**src/rtl/tam_pkg.sv**
```systemverilog
package tam_pkg;
  localparam int HYST_W = 4;
  localparam int CH_CMPS = 2;  // temperature, current

  typedef enum logic {
    MODE_HYST = 1'b0,
    MODE_WIN  = 1'b1
  } cmp_mode_e;

  // release margin: 0,2,4,8 LSB
  function automatic logic [HYST_W-1:0] hyst_amount(input logic [1:0] sel);
    logic [HYST_W-1:0] amt;
    if (sel == 2'b00) amt = '0;
    else              amt = HYST_W'(1) << sel;
    return amt;
  endfunction
endpackage

```
**src/rtl/tam_cmp.sv**
```systemverilog
module tam_cmp #(
  parameter int DATA_W = 12
) (
  input  logic                      clk_i,
  input  logic                      rst_ni,
  input  logic                      en_i,
  input  logic                      win_i,
  input  logic [tam_pkg::HYST_W-1:0] hyst_i,
  input  logic [DATA_W-1:0]         smp_i,
  input  logic                      vld_i,
  input  logic [DATA_W-1:0]         hi_i,
  input  logic [DATA_W-1:0]         lo_i,
  output logic                      fault_o,
  output logic                      raw_o
);
  import tam_pkg::*;
  localparam int EXT_W = DATA_W + 1;

  logic             above, below, outside;
  logic [EXT_W-1:0] lo_rel, smp_rel;
  logic             release_ok;
  logic             fault_d, raw_d;
  cmp_mode_e        mode;

  assign mode    = cmp_mode_e'(win_i);
  assign above   = smp_i > hi_i;
  assign below   = smp_i < lo_i;
  assign outside = above | below;

  assign lo_rel     = EXT_W'(lo_i) + EXT_W'(hyst_i);
  assign smp_rel    = EXT_W'(smp_i) + EXT_W'(hyst_i);
  assign release_ok = (EXT_W'(smp_i) >= lo_rel) && (smp_rel <= EXT_W'(hi_i));

  always_comb begin
    fault_d = fault_o;
    raw_d   = raw_o;
    unique case (mode)
      MODE_HYST: begin
        raw_d = above;
        if (above)      fault_d = 1'b1;
        else if (below) fault_d = 1'b0;
      end
      MODE_WIN: begin
        raw_d = outside;
        if (outside)         fault_d = 1'b1;
        else if (release_ok) fault_d = 1'b0;
      end
      default: ;
    endcase
  end

  always_ff @(posedge clk_i or negedge rst_ni) begin
    if (!rst_ni) begin
      fault_o <= 1'b0;
      raw_o   <= 1'b0;
    end else if (!en_i) begin
      fault_o <= 1'b0;
      raw_o   <= 1'b0;
    end else if (vld_i) begin
      fault_o <= fault_d;
      raw_o   <= raw_d;
    end
  end
endmodule

```
**src/rtl/tam_combine.sv**
```systemverilog
module tam_combine #(
  parameter int NUM_CH = 2,
  localparam int NCMP = tam_pkg::CH_CMPS * NUM_CH
) (
  input  logic [NCMP-1:0]   fault_i,
  input  logic [NCMP-1:0]   raw_i,
  input  logic [NCMP-1:0]   en_i,
  input  logic              alarm_cmp_i,
  output logic [NUM_CH-1:0] safe_o,
  output logic              alarm_o
);
  import tam_pkg::*;
  logic [NCMP-1:0] live_fault, alarm_src;

  assign live_fault = fault_i & en_i;

  for (genvar c = 0; c < NUM_CH; c++) begin : g_ch
    assign safe_o[c] = |live_fault[c*CH_CMPS +: CH_CMPS];
  end

  assign alarm_src = alarm_cmp_i ? (raw_i & en_i) : live_fault;
  assign alarm_o   = |alarm_src;
endmodule

```
**src/rtl/tam_monitor.sv**
```systemverilog
module tam_monitor #(
  parameter int DATA_W = 12,
  parameter int NUM_CH = 2,
  localparam int NCMP = tam_pkg::CH_CMPS * NUM_CH
) (
  input  logic                         clk_i,
  input  logic                         rst_ni,
  input  logic [NCMP-1:0][DATA_W-1:0]  meas_i,
  input  logic [NCMP-1:0]              meas_vld_i,
  input  logic [NCMP-1:0][DATA_W-1:0]  thr_hi_i,
  input  logic [NCMP-1:0][DATA_W-1:0]  thr_lo_i,
  input  logic [NCMP-1:0]              cmp_en_i,
  input  logic [NCMP-1:0]              cmp_win_i,
  input  logic [1:0]                   hyst_sel_i,
  input  logic                         alarm_cmp_i,
  output logic [NUM_CH-1:0]            safe_o,
  output logic                         alarm_o
);
  import tam_pkg::*;

  logic [HYST_W-1:0] hyst_amt;
  logic [NCMP-1:0]   fault, raw;

  assign hyst_amt = hyst_amount(hyst_sel_i);

  for (genvar k = 0; k < NCMP; k++) begin : g_cmp
    tam_cmp #(.DATA_W(DATA_W)) u_cmp (
      .clk_i  (clk_i),
      .rst_ni (rst_ni),
      .en_i   (cmp_en_i[k]),
      .win_i  (cmp_win_i[k]),
      .hyst_i (hyst_amt),
      .smp_i  (meas_i[k]),
      .vld_i  (meas_vld_i[k]),
      .hi_i   (thr_hi_i[k]),
      .lo_i   (thr_lo_i[k]),
      .fault_o(fault[k]),
      .raw_o  (raw[k])
    );
  end

  tam_combine #(.NUM_CH(NUM_CH)) u_combine (
    .fault_i    (fault),
    .raw_i      (raw),
    .en_i       (cmp_en_i),
    .alarm_cmp_i(alarm_cmp_i),
    .safe_o     (safe_o),
    .alarm_o    (alarm_o)
  );
endmodule

```
**config.mk**
```make
export PLATFORM = sky130hd
export DESIGN_NAME = tam_monitor
export DESIGN_NICKNAME = d
export VERILOG_FILES = /design/src/rtl/tam_pkg.sv /design/src/rtl/tam_cmp.sv /design/src/rtl/tam_combine.sv /design/src/rtl/tam_monitor.sv
export SDC_FILE = /design/constraint.sdc
export NUM_CORES = 1
export LEC_CHECK = 0
export BUFFER_PORTS_ARGS = -buffer_cell sky130_fd_sc_hd__buf_2
export CORE_ASPECT_RATIO = 1.4
export CORE_MARGIN = 1
export CORE_UTILIZATION = 32
export DETAILED_ROUTE_END_ITERATION = 8
export RECOVER_POWER = 25
export SYNTH_ARGS = -nofsm -noshare
export SYNTH_HDL_FRONTEND = slang
export SYNTH_SLANG_ARGS = --single-unit
export TNS_END_PERCENT = 50
```
**constraint.sdc**
```tcl
create_clock -name clk_i -period 1.4 [get_ports clk_i]
set_clock_uncertainty 0.1 [all_clocks]
set_input_delay 0.14 -clock clk_i [delete_from_list [all_inputs] [get_ports clk_i]]
set_output_delay 0.14 -clock clk_i [all_outputs]
set_load 0.005 [all_outputs]
```
# Word level (Yosys, flattened, before mapping)
# Index checks and enable logic that the tools add are counted.
# totals
elab_cells,109
input_bits,161
out_inout_bits,3
register_bits,8
# op_classes
shift,1
n_eq_ne,12
add_sub_neg,8
n_reduce_logical,12
bitwise,10
mux,42
n_lt_le_gt_ge,16
# ops
operator,n
12-bit by 4-bit adder with 13-bit output,8
12-bit by 13-bit >= comparator with 1-bit output,4
13-bit by 12-bit less-or-equal comparator with 1-bit output,4
12-bit > comparator,4
12-bit < comparator,4
1-bit two-way mux,32
"4-bit by 2-bit != test with 1-bit output, second input constant",8
1-bit one-hot mux with 2 select lines,8
3-bit AND reduction,4
4-bit AND,2
4-bit two-way mux,2
"2-bit != test, second input constant",4
1-bit logical AND,4
1-bit inverter,4
1-bit OR,4
2-bit OR reduction,2
4-bit OR reduction,1
"1-bit by 2-bit left shift with 4-bit output, first input constant",1
2-bit zero test,1

# Depth between registers and ports, before layout
# Gate-level depths: netlist of the first run.
# depth
depth_word,10
ltp_mapped,19
mapped_depth_nobuf,16

# Hierarchy
# From an unflattened synthesis of the first run, not the netlist that was laid out.
# unflattened
cells_unflattened,901
hier_area_um2,7138.1
# by_module_without_submodules
mod,instances,area_per_inst_um2,seq_area_each_um2,cells_each
tam_cmp at g_cmp[0].u_cmp,1,1809.2,50.0,222
tam_cmp at g_cmp[3].u_cmp,1,1752.9,50.0,222
tam_cmp at g_cmp[1].u_cmp,1,1750.4,50.0,223
tam_cmp at g_cmp[2].u_cmp,1,1750.4,50.0,224
tam_combine,1,48.8,0.0,6
tam_monitor,1,26.3,0.0,4

# Worst setup path before layout of the first run
# Ideal clock, no wire load.
# synth_path
path_type,in2reg
startpoint,input port hyst_sel_i[1]
endpoint,register g_cmp[0].u_cmp.fault_o
n_path_buf,3
cell_stages,16
required_ps,1176
slack_ps,-2424
arrival_time_ps,3600
setup_ps,124
cell_sequence,buf_2 buf_2 clkbuf_1 nor2b_1 ha_1 a21oi_1 o211ai_1 nand3_2 nor3_1 xor2_1 ha_1 nand3_1 or4_1 o21ai_1 or4b_1 o2bb2ai_1
# synth_between
elab_chain_len,7
word_cells_on_any_way,10
classes_between,2 x add/sub; 2 x order compare; 1 x eq/ne; 1 x shift; 1 x mux; 3 x reduce/logical
# synth_rtl
item,line,text
"start, declared",tam_monitor.sv:14,"input logic [1:0] hyst_sel_i,"
1-bit by 2-bit left shift with 4-bit output / 2-bit zero test (equally long branches),"tam_pkg.sv:14, tam_pkg.sv:13",
4-bit two-way mux *,tam_pkg.sv:13,if (sel == 2'b00) amt = '0;
"12-bit by 4-bit adder with 13-bit output, on equally long branches","tam_cmp.sv:30, tam_cmp.sv:31",
12-bit by 13-bit >= comparator with 1-bit output / 13-bit by 12-bit less-or-equal comparator with 1-bit output (equally long branches),tam_cmp.sv:32,assign release_ok = (EXT_W'(smp_i) >= lo_rel) && (smp_rel <= EXT_W'(hi_i));
1-bit logical AND *,tam_cmp.sv:32,
4-bit by 2-bit != test with 1-bit output (no line) *,n/a,
3-bit AND reduction (no line) *,n/a,
"end signal, assigned",tam_cmp.sv:60,fault_o <= fault_d;
"end, declared",tam_cmp.sv:13,"output logic fault_o,"
# Every way passes the cells marked *; elsewhere a longest branch is shown, timed or not.
# A chain may end at the register's enable or synchronous reset.

# Worst setup path in the final report of the first run
# Ends and elaborated chain as after synthesis.

==> results of run 1 <==
## power breakdown
group	switching, mW	total [mW]	internal, mW
logic	1.56	3.24	1.68
registers	0.0157	0.272	0.256
clock network	0.164	0.538	0.373
total	1.74	4.05	2.31
## final timing paths
| path | depth (start not counted) | endpoint | slack [ps] | start |
|---|---|---|---|---|
| worst max-delay path | 14 | g_cmp[0].u_cmp.fault_o | -1650 | hyst_sel_i[1] |
| worst min-delay path | 2 | g_cmp[1].u_cmp.raw_o | 30 | meas_vld_i[1] |
| worst max register to register | 5 | g_cmp[2].u_cmp.fault_o | 120 | g_cmp[2].u_cmp.fault_o |
| worst min register to register | 2 | g_cmp[1].u_cmp.raw_o | 480 | g_cmp[1].u_cmp.raw_o |
| max in group asynchronous | 2 | g_cmp[0].u_cmp.fault_o | 360 | rst_ni |
| min in group asynchronous | 2 | g_cmp[3].u_cmp.fault_o | 370 | rst_ni |
## flip-flops by register name, indices dropped and copies added, names as in the netlist
name,cells
g_cmp.u_cmp.fault_o,4
g_cmp.u_cmp.raw_o,4
## cell type report
type	instances	area (um^2)
inverters	108	405.4
clock buffers	3	75.07
multi-input cells	766	6600
repair buffers	429	2899
well taps	256	320.3
fillers	2060	10050
diodes	4	10.01
flip-flops and latches	8	200.2
## routing by layer
metal | global-route usage (%) | routed length (um)
met1 | 24.30 | 9464
met2 | 40.06 | 12380
met4 | 4.669 | 331
met5 | 0 | 0
met3 | 1.392 | 570
## layout by cell type, fill, tap and decap left out, types with 10 or more instances in the layout
cell type,n
sky130_fd_sc_hd__buf_4,255
sky130_fd_sc_hd__ha_1,178
sky130_fd_sc_hd__buf_2,159
sky130_fd_sc_hd__inv_1,104
sky130_fd_sc_hd__nand2_1,70
sky130_fd_sc_hd__xnor2_1,61
sky130_fd_sc_hd__a21oi_1,55
sky130_fd_sc_hd__o21ai_0,37
sky130_fd_sc_hd__nand4_1,36
sky130_fd_sc_hd__nor2_1,33
sky130_fd_sc_hd__nand3_1,31
sky130_fd_sc_hd__o211ai_1,30
sky130_fd_sc_hd__nor2b_1,15
sky130_fd_sc_hd__a21o_1,14
sky130_fd_sc_hd__ha_2,11
sky130_fd_sc_hd__ha_4,11
sky130_fd_sc_hd__o21ai_1,10
## worst reg2reg max path: cells and delay by family (launching register included)
family	cells	cell delay, ps
AO/OA/AOI/OAI	4	620
flip-flops	1	340
AND/OR/NAND/NOR	1	150
## logic make-up after synthesis
kind of cell	after synthesis	share of synthesized area, %
AOI/OAI and AO/OA	240	23.53
and+or+nand+nor	248	18.92
adders and majority gates	200	37.36
buffers and inverters	123	7.004
DFF	8	2.988
xor gates and xnor gates	78	10.20
## metrics by stage
| stage | setup TNS [ps] | worst slack (ps) | hold WS (ps) | total power, mW |
|---|---|---|---|---|
| 2_1_floorplan | -8366 | -1911 | -255.6 | 1.801 |
| 3_3_place_gp | -10200 | -1891 | -58.71 | 3.126 |
| 3_5_place_dp | -10700 | -2001 | -58.26 | 3.187 |
| 4_1_cts | -7166 | -1600 | 26.32 | 3.950 |
| 5_1_grt | -8484 | -1760 | 39.94 | 4.458 |
| 6_report | -7228 | -1654 | 32.14 | 4.047 |
## repair_timing
item / 4_1_cts / 5_1_grt
pin swaps: 57 / 66
buffers inserted: 17 / 9
gates cloned: 0 / 0
gates resized for setup: 90 / 45
hold buffers: 1 / 0
setup endpoints to repair: 10 / 9
hold endpoints to repair: 8 / 0
==> reports/summary.md, run 1 <==
In this run the mean area of a mapped cell was 7.468 um^2. For the number of synthesis warnings, the log shows 0. The total power divided by cell area was 385.1 mW/mm^2; the number of instances in the synthesized netlist was 897. The tools report the area of the core as 0.02056 mm^2. The critical path contains buffers and inverters numbering 2 combined.

The final setup slack of the worst path was -1654 ps; the number of H-tree levels was 1. The minimum clock period after layout came out at 3054 ps. After floorplanning, the core was divided into 62 placement rows. Worst-case clock buffer depth: 2. Summing over every cut layer, the via total after detailed routing is 8099. In the synthesized netlist the async set-or-reset flop fraction comes to 100.0%. Among all cell types in the netlist, the one instantiated most often is sky130_fd_sc_hd__ha_1.

For the final design instance area without fill, the log shows 0.01051 mm^2. The later pin in the worst-skew pair is clocked with a latency of 250 ps. The share of post-route cells with drive strength above 1 came out at 40.64%. The relative area change from synthesis to final layout is 56.89%. TritonCTS built the clock tree.

Clock tree synthesis found a total of 8 sinks. From left edge to right edge, the die measures 124.3 um. The net count of the finished layout is 1677. The die footprint was 0.02152 mm^2.

In this design, the stage delay of the slowest critical-path cell is 500 ps. The flow ran to the end, but the final reports show violations. Routability-driven placement finished with a final weighted congestion of 0.8796. The first global-routing pass estimated 36950 um of wire. The number of synthesized flops with an enable pin works out to 0. The sum of net half-perimeters after detailed placement was 19670 um; the residual antenna-violating net count after detailed routing was 0.

The maximum number of pins on one net before global-route repair was 15. Yosys attributes the largest share of cell area to sky130_fd_sc_hd__ha_1 37%, sky130_fd_sc_hd__xnor2_1 9.0%, sky130_fd_sc_hd__inv_1 6.0%, sky130_fd_sc_hd__a21oi_1 4.7%, sky130_fd_sc_hd__nand2_1 4.1%. Setup violations remaining at the end of the flow were counted as 9. At the worst endpoint, the arrival time is 3090 ps. The via-per-instance ratio was 5.145; the number of top-level pins was 164. Slowest cell on the critical path: sky130_fd_sc_hd__or4_1.

The residual overflow from global routing was 0. The maximum resistive drop on vdd was 0.3180 mV. The share of synthesized area occupied by flip-flops and latches came out at 2.988%.

Setup repair after global routing could not meet its margin everywhere. Ranked by instance count, the synthesized netlist is headed by 200 x sky130_fd_sc_hd__ha_1, 107 x sky130_fd_sc_hd__inv_1, 74 x sky130_fd_sc_hd__nand2_1. For the pin with the worst max-slew slack, the measured transition is 733.7 ps. The count of buffers added on input and output ports is 163.

The logs give 1541 for the count of placed standard cells including taps and 0 for the count of maximum capacitance violations. The first routing iteration left 246 violations. After detailed routing, the average wire length per cell comes to 14.45 um. For the final routed DRC violation total, the log shows 0. For this run, the detailed router's first-pass iteration total came to 4. The floorplan step set the die height to 173.2 um. Buffers inserted during clock tree synthesis total 3.

The signal on the critical path passes through buf_8 -> nor2b_4 -> ha_4 -> a21oi_2 -> o211ai_1 -> nand3_2 -> buf_6 -> xnor2_2 -> ha_1 -> nand4_1 -> or4_1 -> o21ai_1 -> or4b_4 -> o2bb2ai_2. The initial utilization of the core area, before any placement, comes to 32.59%. The run gives 327.4 MHz as the achievable frequency. The final max-slew violation count came out at 0. The post-route clock period utilization was 218.2%; the total wirelength of the detailed-routed design was 22750 um. The number of antenna violations at the first check in global routing is 4, and the worst-case headroom to the max-slew limit is 51.08%.

The tools report the utilization after layout as 51.13%. In this run the worst path has a maximum fanout of 4. The type of the worst setup path was in -> reg. Synthesis produced a netlist with a net count of 1258.

After clock tree synthesis, the clock-pin slew on the worst setup and hold paths is 40 ps. The tools report the buffer cell driving the clock tree root as sky130_fd_sc_hd__clkbuf_16. The logs give 0.009671 mm^2 for the placed standard-cell area and 7975 for the via count of the first global-routing pass. For this run, the total global-route usage over all layers was measured as 20.68%.

The hold violation total from the final report was 0. The path class of the tightest hold or removal check is in -> reg. The tools report the sort of element at the end of the critical path as a flop.

For this design the static power due to leakage is 5.423 nW. The largest total area in the synthesized netlist belongs to sky130_fd_sc_hd__ha_1. STA classifies the critical path startpoint as a primary input. At the worst endpoint, the required time is 1440 ps.

The final reports fail on setup timing. The final cell count without fillers is 1574, and the number of distinct library cells after synthesis is 57. After synthesis, the largest area contributor takes up 37.36% of total cell area. Number of storage elements in the synthesis netlist: 8. Post-synth design cell area: 0.006699 mm^2.

The cell family contributing the most delay on the critical path is simple AND/OR/NAND/NOR gates. Among all flip-flop cells after synthesis, the most frequent one is sky130_fd_sc_hd__dfrtp_1.
Power figures use the tool's default switching activity.
==> run 2: changes to the inputs <==
Clock period 1.4 ns to 3.15 ns, I/O delays scaled along.
==> run 2 against run 1 <==
  * The run still ends with setup timing left
  * Combinational power shrank 64%
  * Sequential cell count is the same
  * Setup slack gained 1700 ps
  * Worst hold slack gained 170 ps
  * Sequential power shrank 55%
  * Critical path depth grew 2
  * Core utilization shrank 9.0 points
  * Design area shrank 18%
  * Clock power shrank 57%
  * First-iteration DRC count shrank 11%
  * Critical path type unchanged
  * Largest cell class unchanged
==> reports/summary.md, run 2 (synthesis gave the netlist of run 1 again) <==
The number of cells on the worst hold path was 2 (unchanged); the utilization after layout was 42.15% (-9.0 points). The die extent in x came out at 124.3 um (unchanged). The clock slew seen by the registers of the worst setup and hold paths works out to 40 ps (about the same). The run gives 2 (unchanged) as the worst-case clock buffer depth.

TritonCTS built the clock tree. The sum of net half-perimeters after detailed placement was 18160 um (-7.7%); the worst-case headroom to the max-slew limit was 56.70% (+5.6 points). The via count was 7239 (-11%). For the via count of the first global-routing pass, the log shows 7212 (-9.6%). The run finished, with violations left. The library cells used most frequently in the layout, excluding fill and tap cells, are 191 x sky130_fd_sc_hd__ha_1, 160 x sky130_fd_sc_hd__buf_2, 107 x sky130_fd_sc_hd__inv_1. For the source-to-sink clock delay at the later pin of the worst-skew pair, the log shows 240 ps (about the same).

The type of the worst setup path is in -> reg. The die footprint is 0.02152 mm^2 (unchanged), and the number of CTS-inserted buffers is 3 (unchanged). The residual overflow from global routing came out at 0 (unchanged). Initial core utilization: 32.59% (unchanged). Routed wirelength normalized by instance count: 15.15 um (+4.8%). The total power divided by cell area was 174.2 mW/mm^2 (-55%). The first-pass detailed-route iteration total was 4 (unchanged).

The tools report the final setup slack of the worst path as -1.096 ps (+1653 ps). Total routing usage reported by global routing: 18.97% (-1.7 points). The tools report the wire length the detailed router placed on met1 as 8685 um (-8.2%).

In this run the critical register-to-register path is captured at g_cmp[3].u_cmp.fault_o. The maximum number of pins on one net before global-route repair was 16 (+1). For the number of H-tree levels, the log shows 1 (unchanged). The biggest fanout along the worst timing path works out to 4 (unchanged). The run gives 218 (-11%) as the number of violations reported at the end of detailed-routing iteration 0. The wire length on met2 was 10760 um (-13%). For the number of top-level pins, the log shows 164 (unchanged). The worst hold path terminates at g_cmp[1].u_cmp.raw_o. The tools report the number of setup violations in the final report as 1 (-8). The count of maximum capacitance violations is 0 (unchanged), and the total power consumption of the routed design is 1.510 mW (-63%). Counting I/O delays and the setup requirement, the final critical path takes 3151 ps.

The number of port buffers is 163 (unchanged), and the residual antenna-violating net count after detailed routing is 0 (unchanged). The total met3 wirelength after detailed routing was 878 um (+54%). The class of the most critical hold timing path is in -> reg.

The worst setup path is captured at a flop. The share of post-route cells with drive strength above 1 is 25.07% (-16 points). From synthesis to final layout, the design area changed by 29.34%. The path depth of the worst reg2reg path works out to 5 (unchanged). Signal routing reaches up to met5.

The total leakage power was 4.402 nW (-19%). The library cell used most frequently in the layout, excluding fill and tap cells, is sky130_fd_sc_hd__ha_1. The setup slack of the worst register-to-register path was 1690 ps (+1570 ps); the post-route clock period utilization was 100.0%.

The run gives 62 (unchanged) as the site row count. Signal arrival time at the worst endpoint: 3170 ps (+80 ps). The area of the core came out at 0.02056 mm^2 (unchanged).

The run gives 3160 ps (+1720 ps) as the data required time of the worst path. Setup repair after global routing could not meet its margin everywhere. The worst setup path is launched from a primary input. The final max-slew violation count was 0 (unchanged). The via-per-instance ratio was 5.284 (+2.7%). First-pass GRT wire length: 33910 um (-8.2%). The start of the worst register-to-register path was g_cmp[3].u_cmp.fault_o. The checks that failed: setup timing. The tools report the number of antenna violations at the first check in global routing as 2 (-2). The tools report the buffer cell driving the clock tree root as sky130_fd_sc_hd__clkbuf_16.

The largest registers in the layout are g_cmp.u_cmp.fault_o (4), g_cmp.u_cmp.raw_o (4). The actual transition at the worst max-transition pin was 649.6 ps (-84.19 ps); the maximum resistive drop on vdd was 0.1656 mV (-48%). The total wirelength of the detailed-routed design came out at 20760 um (-8.7%). The logs give 1476 (-12%) for the number of nets in the layout and 317.4 MHz for the achievable frequency. The startpoint identified for the worst hold timing path is meas_vld_i[1]. The die extent in y works out to 173.2 um (unchanged).

The final routed DRC violation total is 0 (unchanged), and the last weighted congestion value of the routability-driven placer is 0.9160 (+4.1%). The number of clock sinks came out at 8 (unchanged). The hold violation total from the final report came out at 0 (unchanged).
==> run 2: cell types whose count changed in the layout (fill, tap and decap cells not counted), sizes merged <==
cell,change
buf,-201
diode,-3
==> run 2: timing repair <==
item,4_1_cts,5_1_grt
setup endpoints to repair,3,4
endpoints found under the hold margin,8,0
setup buffers,2,6
pin swaps,12,53
hold buffers,1,0
resized for setup,8,47
==> run 2: worst max-delay path by stage <==
stage,start,to,slack (ps),depth (start not counted)
after detailed placement,hyst_sel_i[0],g_cmp[2].u_cmp.fault_o,-360,17
after global routing,hyst_sel_i[0],g_cmp[0].u_cmp.fault_o,-130,18
final,hyst_sel_i[1],g_cmp[0].u_cmp.fault_o,-1,16
after CTS,hyst_sel_i[0],g_cmp[0].u_cmp.fault_o,-20,16
after floorplan,hyst_sel_i[1],g_cmp[0].u_cmp.fault_o,-340,16
after global placement,hyst_sel_i[0],g_cmp[0].u_cmp.fault_o,-290,16
==> run 2: critical path, stage by stage <==
cell and delay, ps:
sky130_fd_sc_hd__buf_6 110, sky130_fd_sc_hd__nor2b_4 150, sky130_fd_sc_hd__buf_6 150, sky130_fd_sc_hd__ha_4 160, sky130_fd_sc_hd__ha_4 140, sky130_fd_sc_hd__o21ai_2 50
sky130_fd_sc_hd__nand2_1 70, sky130_fd_sc_hd__a22o_1 200, sky130_fd_sc_hd__nand4_1 150, sky130_fd_sc_hd__xnor2_1 160, sky130_fd_sc_hd__ha_1 300, sky130_fd_sc_hd__nand4_1 100
sky130_fd_sc_hd__or4_1 470, sky130_fd_sc_hd__o21ai_1 80, sky130_fd_sc_hd__or4b_1 430, sky130_fd_sc_hd__o2bb2ai_1 130
==> run 2: final cells by class <==
class,instances,area (um^2)
fill,2135,11890
multi-input combinational,766,6300
timing repair buffer,228,1361
inverter,108,405.4
tap,256,320.3
sequential,8,200.2
clock buffer,3,75.07
antenna,1,2.502
==> run 2: report_power, final <==
part	switching, mW	total [mW]	internal, mW	leakage (nW)
clock network	0.0658	0.231	0.165	0.0370
logic	0.618	1.16	0.538	4.26
registers	0.00862	0.122	0.114	0.104
total	0.692	1.51	0.818	4.40
==> run 2: through the flow <==
stage	instance area, um^2	setup WS [ps]	hold WS, ps	setup TNS, ps	cells
floorplan	6812	-335.6	-80.59	-955.0	897
global placement	8287	-294.2	104.8	-879.2	1357
detailed placement	8287	-357.3	103.4	-1166	1357
CTS	8424	-17.50	198.4	-21.65	1363
global route	8662	-125.5	220.4	-350.0	1369
finish	8665	-1.096	201.3	-1.096	1370
==> run 2: per-layer routing <==
metal  vias to the layer above  track usage [%]
met3                        28            2.321
li1                       3756                -
met2                       183            36.72
met1                      3270            21.71
met5                         -                0
met4                         2            4.167
